**config.mk**
```make
export PLATFORM = sky130hd
export DESIGN_NAME = shared_irq_vector_ctrl
export DESIGN_NICKNAME = d
export VERILOG_FILES = /design/src/rtl/svc_pkg.sv /design/src/rtl/svc_pend_bank.sv /design/src/rtl/svc_prio_pick.sv /design/src/rtl/shared_irq_vector_ctrl.sv
export SDC_FILE = /design/constraint.sdc
export NUM_CORES = 1
export LEC_CHECK = 0
export CORE_UTILIZATION = 31
export CTS_CLUSTER_DIAMETER = 80
export DETAILED_ROUTE_END_ITERATION = 12
export PLACE_DENSITY_LB_ADDON = 0.12
export SETUP_SLACK_MARGIN = 0.2
export SYNTH_ARGS = -nofsm -noshare
export SYNTH_HDL_FRONTEND = slang
export SYNTH_SLANG_ARGS = --single-unit
```
**constraint.sdc**
```tcl
create_clock -name clk -period 2.3 [get_ports clk]
set_input_delay 0.46 -clock clk [delete_from_list [all_inputs] [get_ports clk]]
set_output_delay 0.46 -clock clk [all_outputs]
set_load 0.01 [all_outputs]
```
**src/rtl/svc_pkg.sv**
```systemverilog
package svc_pkg;

    // Register select values decoded on the bus address
    typedef enum logic [1:0] {
        SEL_PRI  = 2'd0,
        SEL_SEC  = 2'd1,
        SEL_VEC  = 2'd2,
        SEL_NONE = 2'd3
    } reg_sel_e;

endpackage

```
**src/rtl/svc_pend_bank.sv**
```systemverilog
module svc_pend_bank #(
    parameter int          W    = 16,
    parameter logic [W-1:0] LIVE = '1
) (
    input  logic         clk,
    input  logic         rst_n,
    input  logic [W-1:0] evt_i,
    input  logic [W-1:0] clr_i,
    output logic [W-1:0] pend_o
);

    typedef struct packed {
        logic [W-1:0] pend;
    } bank_st_t;

    bank_st_t st_d, st_q;

    // Clear first, then set, so a simultaneous event survives the clear
    always_comb begin
        st_d      = st_q;
        st_d.pend = ((st_q.pend & ~clr_i) | evt_i) & LIVE;
    end

    always_ff @(posedge clk or negedge rst_n) begin
        if (!rst_n) st_q <= '0;
        else        st_q <= st_d;
    end

    assign pend_o = st_q.pend;

    AST_RSVD_ZERO: assert property (@(posedge clk) disable iff (!rst_n)
        (st_q.pend & ~LIVE) == '0);

    AST_EVENT_LATCH: assert property (@(posedge clk) disable iff (!rst_n)
        |(evt_i & LIVE) |=> ((st_q.pend & $past(evt_i & LIVE)) == $past(evt_i & LIVE)));

    AST_HOLD_UNTIL_CLR: assert property (@(posedge clk) disable iff (!rst_n)
        1'b1 |=> ((st_q.pend & $past(st_q.pend & ~clr_i)) == $past(st_q.pend & ~clr_i)));

    AST_NO_SPURIOUS_SET: assert property (@(posedge clk) disable iff (!rst_n)
        1'b1 |=> ((st_q.pend & ~$past(st_q.pend | evt_i)) == '0));

endmodule

```
**src/rtl/svc_prio_pick.sv**
```systemverilog
module svc_prio_pick #(
    parameter int N  = 24,
    localparam int IW = (N > 1) ? $clog2(N) : 1
) (
    input  logic [N-1:0]  req_i,
    output logic          found_o,
    output logic [IW-1:0] idx_o
);

    // Scan from the top down so the lowest set index is the one left
    always_comb begin
        found_o = 1'b0;
        idx_o   = '0;
        for (int i = N - 1; i >= 0; i--) begin
            if (req_i[i]) begin
                found_o = 1'b1;
                idx_o   = IW'(i);
            end
        end
    end

    always_comb begin
        if (found_o) begin
            AST_PICK_IS_REQ: assert (req_i[idx_o]);
        end
        AST_PICK_FOUND: assert (found_o == (|req_i));
    end

endmodule

```
**src/rtl/shared_irq_vector_ctrl.sv**
```systemverilog
module shared_irq_vector_ctrl
    import svc_pkg::*;
#(
    parameter int               PRI_W    = 16,
    parameter int               SEC_W    = 8,
    parameter logic [PRI_W-1:0] PRI_LIVE = 16'h3FC3,
    parameter logic [SEC_W-1:0] SEC_LIVE = 8'h0F,
    parameter int               DW       = 16
) (
    input  logic             clk,
    input  logic             rst_n,
    input  logic [PRI_W-1:0] pri_evt_i,
    input  logic [SEC_W-1:0] sec_evt_i,
    input  logic [PRI_W-1:0] pri_en_i,
    input  logic [SEC_W-1:0] sec_en_i,
    input  logic [1:0]       bus_addr_i,
    input  logic             bus_rd_i,
    input  logic             bus_wr_i,
    input  logic [DW-1:0]    bus_wdata_i,
    output logic [DW-1:0]    bus_rdata_o,
    output logic             irq_o
);

    localparam int N  = PRI_W + SEC_W;
    localparam int IW = $clog2(N);
    localparam int VW = $clog2(N + 1);

    logic [PRI_W-1:0] pri_pend;
    logic [SEC_W-1:0] sec_pend;
    logic [N-1:0]     req;
    logic             found;
    logic [IW-1:0]    win_idx;
    logic [VW-1:0]    vec;
    logic             rd_vec;
    logic [N-1:0]     clr_all;
    reg_sel_e         sel;

    // Secondary bank occupies the low (higher priority) ranks
    always_comb begin
        req = {pri_pend & pri_en_i & PRI_LIVE, sec_pend & sec_en_i & SEC_LIVE};
    end

    svc_prio_pick #(.N(N)) u_pick (
        .req_i   (req),
        .found_o (found),
        .idx_o   (win_idx)
    );

    always_comb begin
        sel     = reg_sel_e'(bus_addr_i);
        vec     = found ? (VW'(win_idx) + VW'(1)) : '0;
        rd_vec  = bus_rd_i && (sel == SEL_VEC);
        clr_all = (rd_vec && found) ? (N'(1) << win_idx) : '0;
        irq_o   = |req;
    end

    svc_pend_bank #(.W(SEC_W), .LIVE(SEC_LIVE)) u_sec (
        .clk    (clk),
        .rst_n  (rst_n),
        .evt_i  (sec_evt_i),
        .clr_i  (clr_all[SEC_W-1:0]),
        .pend_o (sec_pend)
    );

    svc_pend_bank #(.W(PRI_W), .LIVE(PRI_LIVE)) u_pri (
        .clk    (clk),
        .rst_n  (rst_n),
        .evt_i  (pri_evt_i),
        .clr_i  (clr_all[N-1:SEC_W]),
        .pend_o (pri_pend)
    );

    always_comb begin
        bus_rdata_o = '0;
        if (bus_rd_i) begin
            unique case (sel)
                SEL_PRI:  bus_rdata_o = DW'(pri_pend);
                SEL_SEC:  bus_rdata_o = DW'(sec_pend);
                SEL_VEC:  bus_rdata_o = DW'(vec);
                default:  bus_rdata_o = '0;
            endcase
        end
    end

    AST_CLR_ONEHOT: assert property (@(posedge clk) disable iff (!rst_n)
        $onehot0(clr_all));

    AST_VEC_READ_CLEARS: assert property (@(posedge clk) disable iff (!rst_n)
        (rd_vec && found) |=> (($past(clr_all) & {pri_pend, sec_pend} & ~$past({pri_evt_i, sec_evt_i})) == '0));

    AST_IRQ_MATCHES_VEC: assert property (@(posedge clk) disable iff (!rst_n)
        irq_o == (bus_rd_i && sel == SEL_VEC ? bus_rdata_o != '0 : vec != '0));

    AST_WR_CANNOT_SET: assert property (@(posedge clk) disable iff (!rst_n)
        bus_wr_i |=> ((pri_pend & ~$past(pri_pend | pri_evt_i) & $past(bus_wdata_i[PRI_W-1:0])) == '0));

    AST_IDLE_BUS_QUIET: assert property (@(posedge clk) disable iff (!rst_n)
        !bus_rd_i |-> bus_rdata_o == '0);

endmodule

```
Word-level counts from Yosys, hierarchy flattened

Cells that the tools add are included.

Add/subtract/negate cells: 1
Equal/unequal tests: 2
Shifts and indexed selects: 1
Muxes and demuxes: 32
Bitwise operators: 8
Reductions and logical operators: 4

Operators with widths:

| kind                                                                | number |
|---|---|
| 5-bit 2-to-1 mux                                                    | 15 |
| 14-bit one-hot mux with 3 select lines                              | 1 |
| 14-bit AND                                                          | 2 |
| 22-bit 2-to-1 mux                                                   | 1 |
| 1-bit by 5-bit left shift with 22-bit output (first input constant) | 1 |
| 16-bit 2-to-1 mux                                                   | 1 |
| 1-bit 2-to-1 mux                                                    | 14 |
| 14-bit NOT                                                          | 1 |
| 14-bit bitwise OR                                                   | 1 |
| 14-bit OR reduction                                                 | 1 |
| 4-bit AND                                                           | 2 |
| 5-bit by 1-bit adder with 5-bit output (second input constant)      | 1 |
| 4-bit NOT                                                           | 1 |
| 4-bit bitwise OR                                                    | 1 |
| 2-bit by 1-bit == test with 1-bit output (second input constant)    | 1 |
| 2-bit == test (second input constant)                               | 1 |
| 1-bit logical AND                                                   | 2 |
| 2-bit zero test                                                     | 1 |

Flip-flop bits (word level): 14
Input bits: 70
Output and inout bits: 17
Logic and storage cells: 50

Depth between registers and ports, before layout

Word-level depth: 20
Depth in mapped cells: 8
Gate-level depth less buffers: 8

Cells and area by module

A second synthesis with hierarchy kept.

Cells, all modules: 216
Area total of the unflattened synthesis: 1564.0 sq um

Modules (own cells, without submodules):

| module                 | instances | cells an instance | area each (sq um) | seq. area each (sq um) |
|---|---|---|---|---|
| shared_irq_vector_ctrl | 1         | 115               | 681.9             | 0.0 |
| svc_pend_bank (u_pri)  | 1         | 37                | 411.6             | 250.2 |
| svc_prio_pick          | 1         | 47                | 291.5             | 0.0 |
| svc_pend_bank (u_sec)  | 1         | 17                | 178.9             | 100.1 |

Least setup slack after synthesis

No wires, ideal clock.

Path kind: input port to output port
Start: in pri_en_i[8]
End: out bus_rdata_o[2]
Arrival time: 1.974 ns
Data required time: 1.840 ns
Path slack: -0.134 ns
Stages: 8
Path buffers: 0
Cell sequence: a22o_1 > o21ai_0 > a222oi_1 > a221oi_1 > ha_1 > ha_1 > a32oi_1 > nor2b_1

Longest elaborated chain between the ends: 14
Elaborated cells between the ends (all ways): 23
Classes of those cells: add/sub (1); mux (21); bitwise (1)

RTL lines:

| item                                       | line                         | text |
|---|---|---|
| start, declared                            | shared_irq_vector_ctrl.sv:14 | `input logic [PRI_W-1:0] pri_en_i,` |
| 14-bit AND (*)                             | shared_irq_vector_ctrl.sv:40 | `req = {pri_pend & pri_en_i & PRI_LIVE, sec_pend & sec_en_i & SEC_LIVE};` |
| 5-bit 2-to-1 mux (9 in a row)              | svc_prio_pick.sv:15          | `if (req_i[i]) begin` |
| 5-bit by 1-bit adder with 5-bit output     | shared_irq_vector_ctrl.sv:51 | `vec = found ? (VW'(win_idx) + VW'(1)) : '0;` |
| 5-bit 2-to-1 mux (*)                       | shared_irq_vector_ctrl.sv:51 |  |
| 14-bit one-hot mux with 3 select lines (*) | shared_irq_vector_ctrl.sv:76 | `unique case (sel)` |
| 16-bit 2-to-1 mux (*)                      | shared_irq_vector_ctrl.sv:75 | `if (bus_rd_i) begin` |
| end, declared                              | shared_irq_vector_ctrl.sv:20 | `output logic [DW-1:0] bus_rdata_o,` |

Every way passes the cells marked *; elsewhere a longest branch is shown, timed or not.

Final worst setup path

Start: in pri_en_i[9]
End: out bus_rdata_o[2]

Longest elaborated chain between the ends: 15
Elaborated cells between the ends (all ways): 25
Classes of those cells: add/sub (1); mux (23); bitwise (1)

RTL lines:

| item                                       | line |
|---|---|
| 14-bit AND (*)                             | shared_irq_vector_ctrl.sv:40 |
| 5-bit 2-to-1 mux (10 in a row)             | svc_prio_pick.sv:15 |
| 5-bit by 1-bit adder with 5-bit output     | shared_irq_vector_ctrl.sv:51 |
| 5-bit 2-to-1 mux (*)                       | shared_irq_vector_ctrl.sv:51 |
| 14-bit one-hot mux with 3 select lines (*) | shared_irq_vector_ctrl.sv:76 |
| 16-bit 2-to-1 mux (*)                      | shared_irq_vector_ctrl.sv:75 |

Marked as above.

==> flow_summary_export.csv <==
group,metric,value,unit
detailed_routing,wl,4076,microns
synth,postSynthCellCount,127,
cts,cts_tree,"done",
critical_path,critPathSlowestCell,"ha_2",
sta,hold_viol,0,
cells_and_area,fin_cells,277,
cts,root_buffer,"clkbuf_8",
place,place_ws,-1088,ps
detailed_routing,postRouteAntennaNets,0,
floorplan,die-area,0.004032,sq mm
synth,async_flop_share,100.0,%
grt,grt_pass1_vias,1398,
grt,overflow,0,
power_and_ir_drop,vdd_drop_max,0.0002687,V
critical_path,crit_buf_inv,2,
cells_and_area,antennaDiodeCount,0,
cts,cts.sinks,14,
outcome,outcome,"finished, violations left",
cts,holdBufCountCts,0,
synth,synthTopCellsByCount,"nand2_1, dfrtp_1, a21o_1, nand3_1",
place,gp_congestion,0.8905,
cts,worstSkewPairLatency,260,ps
sta,max-slew-margin-rel,54.20,%
critical_path,setup.worst_path.start_class,"input pin",
synth,synth_seq_cells,14,
power_and_ir_drop,power.leakage,0.0009382,uW
sta,setup_viol,5,
sta,min_period,2719,ps
critical_path,cp_cell_sequence,"dlygate4sd2_1, a22o_1, o21ai_1, a222oi_1, a221oi_2, ha_2, ha_4, a32oi_1, nor2b_1, buf_2",
synth,netlist_area,0.001172,sq mm
cells_and_area,fillers,325,
synth,synth_fa_ha_area_share,6.403,%
sta,setup_slack,-419.1,ps
detailed_routing,vias,1402,
synth,yosysWarnings,0,
sta,clock.fmax,367.8,MHz
synth,avgSynthCellArea,9.231,sq um
grt,grtUsageTotal,21.28,%
critical_path,worstPathArrival,2260,ps
floorplan,initial_core_util,33.80,%
cts,ctsHtreeMaxLevel,1,
cts,numCtsBuffers,3,
critical_path,cp_max_fo,2,
flow_run,drv_cap,0,
grt,grt_max_degree,15,
synth,yosys-top-cells-area,"dfrtp_1, a21o_1, nand2_1",
place,dp_hpwl,3115,microns
floorplan,rows,21,
worst_hold_path,hold_class,"reg2reg",
floorplan,dieHeight,63.50,microns
critical_path,path_class,"in2out",
synth,synth_top_family_by_area,"simple AND/OR/NAND/NOR gates",
detailed_routing,drt_iter0_drc,48,
place,port_buffers,46,
detailed_routing,drt-wirelength-per-cell,14.71,microns
synth,synth_compound_area_share,28.07,%
detailed_routing,drcViolationCount,0,
sta,slew_violations,0,
critical_path,max_stage_delay,270,ps
outcome,violations,"setup timing",
sta,tightest_slew,684.8,ps
floorplan,ios,87,
critical_path,required,1840,ps
critical_path,cp_top_family,"compound AO/OA/AOI/OAI gates",
synth,yosysSeqAreaShare,29.88,%
cells_and_area,fin_nets,309,
place,dp_cells,265,
sta,rsz0062_at_grt,"true",
synth,synth_mux_area_share,1.708,%
power_and_ir_drop,p_per_area,316.4,mW/mm^2
synth,synthMostInstantiatedCell,"nand2_1",
detailed_routing,via_per_inst,5.061,
cts,clock_path_buffers,2,
synth,yosysTopAreaCell,"dfrtp_1",
cts,cts.reportedPaths.clkPinSlew,60,ps
sta,period_share,118.2,%
grt,grt_pass1_wl,6561,microns
synth,synth_xor_area_share,0,%
synth,synth_top_flop_cell,"dfrtp_1",
synth,synth-edff-count,0,
synth,ys_types,42,
floorplan,coreArea,0.003468,sq mm
cells_and_area,final_layout_size_suffix_gt1_share,49.35,%
critical_path,crit_path_end_kind,"primary output",
detailed_routing,first_pass_iters,4,
floorplan,die_x,63.50,microns
grt,antenna_found_initial,0,
sta,skew,3.284,ps
cells_and_area,syn_to_final_growth,94.66,%
synth,synthSimpleGateAreaFrac,30.42,%
synth,netlist.area_leader.share,29.88,%
-- through the flow --
| stage | power, uW | util (%) | cell area (sq um) | hold slack [ps] | setup TNS, ps |
|---|---|---|---|---|---|
| floorplan | 342.4 | - | 1220 | 164.4 | -18.20 |
| global placement | 483.6 | 59.63 | 2068 | 518.9 | -10380 |
| detailed placement | 487.2 | 59.63 | 2068 | 515.0 | -10470 |
| CTS | 707.8 | 63.20 | 2192 | 528.4 | -1649 |
| global route | 755.1 | 65.80 | 2282 | 596.2 | -1984 |
| finish | 722.0 | 65.80 | 2282 | 564.2 | -1532 |
-- routing by layer --
layer / routed length, microns / up-vias / track usage (%)
li1: - / 669 / -
met1: 1827 / 673 / 27.43
met2: 1923 / 51 / 34.84
met3: 235 / 9 / 3.986
met4: 90 / 0 / 7.955
met5: 0 / - / 0
-- where the power goes --
group / leakage, uW / total [uW] / switching, uW / internal [uW]
logic: 0.000793 / 254 / 114 / 140
registers: 0.000123 / 251 / 3.29 / 248
clock network: 0.0000216 / 216 / 99.5 / 117
-- repair_timing --
item,4_1_cts,5_1_grt
resized for setup,79,24
pin swaps,18,9
endpoints found under the setup margin,26,22
buffers inserted,5,4
-- sequential cells by signal, indices dropped and copies added (netlist names) --
register	cells
u_pri.pend_o	10
u_sec.pend_o	4
-- cell families after synthesis --
family,after synthesis
adders and majority gates,6
other,1
AOI/OAI and AO/OA,36
muxes,2
buffers and inverters,7
and+or+nand+nor,61
DFF,14
-- worst paths after layout --
kind	cells past startpoint	end	slack, ps	startpoint
setup / recovery	10	bus_rdata_o[2]	-420	pri_en_i[9]
hold / removal	1	u_pri.pend_o[1]$_DFF_PN0_	560	u_pri.pend_o[1]$_DFF_PN0_
setup reg to reg	9	u_pri.pend_o[11]$_DFF_PN0_	300	u_pri.pend_o[8]$_DFF_PN0_
hold reg to reg	1	u_pri.pend_o[1]$_DFF_PN0_	560	u_pri.pend_o[1]$_DFF_PN0_
max in group asynchronous	1	u_sec.pend_o[1]$_DFF_PN0_	1250	rst_n
min in group asynchronous	1	u_pri.pend_o[13]$_DFF_PN0_	610	rst_n
-- cell usage in the layout, fill, tap and decap left out, types with 2 or more instances in the layout --
master           netlist  final
and2_1                 7      7
a22oi_2                2      6
nor2b_1                3      3
nor2_1                 7      5
buf_6                  0      7
clkdlybuf4s50_1        0     15
clkdlybuf4s15_1        0      9
buf_4                  3     48
conb_1                 1      3
clkbuf_8               0      3
dfrtp_1               14     14
nand3_1                8      7
buf_2                  0      6
dlygate4sd2_1          0     11
clkbuf_2               0      4
mux2i_1                2      2
nand2_1               21     17
inv_1                  3      2
a21o_1                13     13
ha_4                   0      5
nand3_4                1      2
nor3_2                 2      4
nand2_2                0      3
nor2_2                 1      2
a22o_1                 2      2
inv_2                  1      2
-- cell type report --
type                       count  area (sq um)  area share, %
sequential                    14         350.3          15.35
timing repair buffer         102         852.1          37.34
clock buffer                   3         41.29          1.809
tap                           46         57.56          2.522
multi-input combinational    108         965.9          42.32
inverter                       4         15.01         0.6579
Power figures use the tool's default switching activity.
